**config.mk**
```make
export PLATFORM = sky130hd
export DESIGN_NAME = xmem_fetch_packer
export DESIGN_NICKNAME = d
export VERILOG_FILES = /design/src/rtl/xmem_fetch_packer.sv
export SDC_FILE = /design/constraint.sdc
export NUM_CORES = 1
export LEC_CHECK = 0
export BUFFER_PORTS_ARGS = -buffer_cell sky130_fd_sc_hd__buf_2
export CAP_MARGIN = 20
export CORE_ASPECT_RATIO = 0.9
export CORE_MARGIN = 2
export CORE_UTILIZATION = 30
export CTS_CLUSTER_SIZE = 40
export DETAILED_ROUTE_END_ITERATION = 12
export PLACE_DENSITY = 0.49
export SETUP_SLACK_MARGIN = 0.05
export SLEW_MARGIN = 20
export SYNTH_ARGS = -nofsm -noshare
export SYNTH_HDL_FRONTEND = slang
export SYNTH_SLANG_ARGS = --single-unit
```
**constraint.sdc**
```tcl
create_clock -name clk -period 5.5 [get_ports clk]
set_input_delay 0.55 -clock clk [delete_from_list [all_inputs] [get_ports clk]]
set_output_delay 0.55 -clock clk [all_outputs]
set_load 0.005 [all_outputs]
```
**src/rtl/xmem_fetch_packer.sv**
```systemverilog
module xmem_fetch_packer #(
  parameter int          CLK_DIV     = 128,
  parameter int          WAIT_STATES = 7,
  parameter logic [23:0] START_ADDR  = 24'h010000
) (
  input  logic        clk,
  input  logic        rst_n,
  input  logic [2:0]  boot_mode,
  input  logic        fetch_req,
  input  logic [15:0] ext_rdata,
  output logic [23:0] ext_addr,
  output logic        ext_rd_n,
  output logic [23:0] word_out,
  output logic        word_vld
);
  localparam int RD_CYC = CLK_DIV * (WAIT_STATES + 1);
  localparam int CW     = $clog2(RD_CYC + 1);
  localparam logic [CW-1:0] CNT_LOAD = CW'(RD_CYC - 1);

  logic [2:0]    mode_q;
  logic          busy;
  logic [CW-1:0] cnt;
  logic [1:0]    part;
  logic [23:0]   acc;
  logic [23:0]   nxt_acc;

  wire wide      = mode_q[0];
  wire run_ok    = (mode_q[2:1] == 2'b00);
  wire last_part = wide ? (part == 2'd1) : (part == 2'd2);
  wire read_done = busy && (cnt == '0);

  always_comb begin
    if (!wide)
      nxt_acc = {acc[15:0], ext_rdata[7:0]};
    else if (part == 2'd0)
      nxt_acc = {ext_rdata, 8'h00};
    else
      nxt_acc = {acc[23:8], ext_rdata[7:0]};
  end

  assign ext_rd_n = ~busy;

  always_ff @(posedge clk) begin
    if (!rst_n) begin
      mode_q   <= boot_mode;
      busy     <= 1'b0;
      cnt      <= '0;
      part     <= 2'd0;
      acc      <= '0;
      ext_addr <= START_ADDR;
      word_out <= '0;
      word_vld <= 1'b0;
    end else begin
      word_vld <= 1'b0;
      if (!busy) begin
        if (fetch_req && run_ok) begin
          busy <= 1'b1;
          cnt  <= CNT_LOAD;
          part <= 2'd0;
        end
      end else if (cnt != '0) begin
        cnt <= cnt - 1'b1;
      end else begin
        acc      <= nxt_acc;
        ext_addr <= ext_addr + 24'd1;
        if (last_part) begin
          busy     <= 1'b0;
          word_out <= nxt_acc;
          word_vld <= 1'b1;
        end else begin
          part <= part + 2'd1;
          cnt  <= CNT_LOAD;
        end
      end
    end
  end
endmodule

```
==> impl_summary.log <==
INFO  metric run_status = finished clean
INFO  metric initial_core_util = a little under a third
INFO  metric ys.warnings.count = 0
INFO  metric power_switching_share = between 20% and 30%
INFO  metric worst_setup_path_start_kind = register
INFO  metric vias_per_cell = roughly 5
INFO  metric clkLatencyLatePin = between 0.3 and 0.4 ns
INFO  metric postCtsResizedCells = 0
INFO  metric worst_hold_slack = 0.3861 ns
INFO  metric required = roughly 5.7 ns
INFO  metric post_synth_num_cell_types = 43
INFO  metric hold_start = boot_mode[2]
INFO  metric synth.net_count = ~520
INFO  metric pwr-share-comb = around a tenth
INFO  metric min-delay-path-class = input port to register
INFO  metric layout-area-overhead-vs-synth = 19.13%
INFO  metric clkSlewWorstSetupHoldPaths = around 0.060 ns
INFO  metric synth-async-reset-ratio = 0%
INFO  metric nets = about 580
INFO  metric detail_route.wirelength = ~10,000 um
INFO  metric place_worst_setup_slack = 2.977 ns
INFO  metric finalWeightedCongestion = roughly 0.85
INFO  metric synth_seq_area_share = a little under half
INFO  metric unrepaired_setup_endpoints_after_global_routing = no
INFO  metric largest_net_degree_at_the_start_of_global_routing = 60
INFO  metric finalPower = ~0.0014 W
INFO  metric dr.first_iter.drc_count = between 200 and 250
INFO  metric via_count = around 3,600
INFO  metric n_antenna_cell = 0
INFO  metric synthFlopType = dfxtp_1
INFO  metric vias_in_the_first_global_route = 3,240
INFO  metric clock_skew = around 0.0075 ns
INFO  metric grt_pass1_wl = approximately 17,000 um
INFO  metric final.setup.tns = 0 ns
INFO  metric rows = 40
INFO  metric worst_r2r_src = cnt[5]
INFO  metric cts_setup_buffers = 0
INFO  metric setup_slack_reg_to_reg = 3.04 ns
INFO  metric total_internal_power = around 0.0011 W
INFO  metric port_buffers = between 70 and 80
INFO  metric power.leakage = 1.940 nW
INFO  metric cts_hold_buffers = 0
INFO  metric numClockSinks = 90
INFO  metric cts_tree = yes
INFO  metric worst_pin_slew = between 1 and 1.5 ns
INFO  metric synth-edff-count = 3
INFO  metric worst-setup-path-type = register to register
INFO  metric max_cap_viol_count = 0
INFO  metric final_min_period_over_clock_period = 44.81%
INFO  metric drt_pre_antenna_iters = 5
INFO  metric timing.critical_path.to_type = register
INFO  metric clk_root_buffer_cell = clkbuf_16
INFO  metric die_height = about 110 um
INFO  metric grtUsageTotal = 14.62%
INFO  metric synthDominantAreaCellType = dfxtp_1
INFO  metric final_period_minus_worst_setup_slack = ~2.5 ns
INFO  metric clock_tree_buffer_depth = 2
INFO  metric gr-total-overflow = 0
INFO  metric drv_slew = 0
INFO  metric cts_made_buffers = 9
INFO  metric netlist_area = roughly 4000 um^2
INFO  metric postSynthRegisterBits = 90
INFO  metric post_detailed_route_wirelength_per_cell = roughly 14 um
INFO  metric netlist_instances = about 490
INFO  metric dpl.hpwl = 7002 um
INFO  metric critical_path_peak_fanout = 25
INFO  metric relative_contribution_of_sequential_cells_to_total_power = between 40% and 50%
INFO  metric critical_path_arrival = around 2.7 ns
INFO  metric clock_power_share = a little over two fifths
INFO  metric setup_viol = 0
INFO  metric critical_path.startpoint = cnt[5]
INFO  metric die_w = around 130 um
INFO  metric p_sw = ~0.00038 W
INFO  metric layout_commonest_cell = nand2_1
INFO  metric ctsHtreeMaxLevel = 3
INFO  metric drt.antenna.violating_nets = 0
INFO  metric worst_slew_margin_rel = about 29%
INFO  metric top_level_ports = between 70 and 80
INFO  metric utilization = about 36%
INFO  metric synthTopCellsByArea = dfxtp_1 (43%), a21oi_1 (9.7%), nand2_1 (9.3%)
INFO  metric synth.avg_cell_area = roughly 8 um^2
INFO  metric timing.final.hold_violations = 0
INFO  metric yosys.area.top_type_share = approximately 43%
INFO  metric final_cell_mix = nand2_1 (99), dfxtp_1 (87), a21oi_1 (78)
INFO  metric initial_antenna_violation_count = 0
INFO  metric placeableCoreArea = about 13,000 um^2
INFO  metric post-route-worst-setup-slack = 3.036 ns
INFO  metric fmax = approximately 400 MHz
INFO  metric drive_above_1_share = between 10% and 20%
INFO  metric power.ir.vdd_worst = 0.1385 mV
INFO  metric die_area = 14,330 um^2
INFO  metric power.density_cell_area = 300.1 nW/um^2
INFO  metric drc_errors = 0
==> worst paths after layout <==
path / cells past startpoint / end
setup / recovery: 5 / acc[16]
hold / removal: 1 / mode_q[2]
setup reg to reg: 5 / acc[16]
hold reg to reg: 2 / word_out[1]
==> layer usage <==
layer	vias to the layer above	global-route usage, %	part of all wire (%)
met2	81	20.93	42
met4	0	6.667	2.2
li1	1818	-	-
met3	18	2.861	4.4
met1	1658	21.21	51
met5	-	0	0
==> worst max-delay path, stage by stage (launching register included) <==
cell     delay (ns)
dfxtp_1        0.36
nor3_2         0.40
and4_1         0.55
nand2_1        0.66
nand2_1        0.25
a21oi_1        0.10
==> logic make-up after synthesis <==
kind of cell / share of synthesized area [%]
buf+inv: 3.769
compound gates: 13.43
flops: 45.61
xor+xnor: 4.361
fa+ha+maj: 1.246
mux: 4.735
simple gates: 26.85
==> layout make-up <==
type / count / area [um^2]
clock inverters: 5 / 35.03
clock buffers: 11 / 252.7
flip-flops and latches: 90 / 1832
inverters: 11 / 41.29
repair buffers: 73 / 370.4
fillers: 1430 / 8428
well taps: 168 / 210.2
multi-input cells: 364 / 2043
==> flip-flops by register name, summed over array words and instances, names as in the netlist <==
register  flops
mode_q        3
ext_addr     24
busy          1
acc          24
word_vld      1
word_out     24
part          2
cnt          11
==> metrics by stage <==
step / instance area (um^2) / instances
6_report: 4785 / 722
5_1_grt: 4785 / 722
4_1_cts: 4775 / 722
3_5_place_dp: 4487 / 706
3_3_place_gp: 4487 / 706
2_1_floorplan: 4016 / 492
==> synth_stat cells, types with 4 or more instances <==
cell      count
xor2_1        8
nand2_1      99
and3_1        5
nor4_1        4
or3_1         9
nand4_1      10
inv_1         9
xnor2_1      12
nor2_1       41
clkbuf_1     19
a21oi_1      78
buf_2         7
nand3_1      24
nor3_1        7
dfxtp_1      87
mux2i_1      19
o21ai_0       5
ha_1          4
==> power by group through the flow <==
stage / Clock [W] / Sequential, W / Combinational, W
floorplan: 0 / 0.000698 / 0.000105
global placement: 0 / 0.000704 / 0.000141
detailed placement: 0 / 0.000703 / 0.000142
CTS: 0.000621 / 0.000689 / 0.000143
global route: 0.000653 / 0.000691 / 0.000162
finish: 0.000602 / 0.000689 / 0.000144
Power figures use the tool's default switching activity.
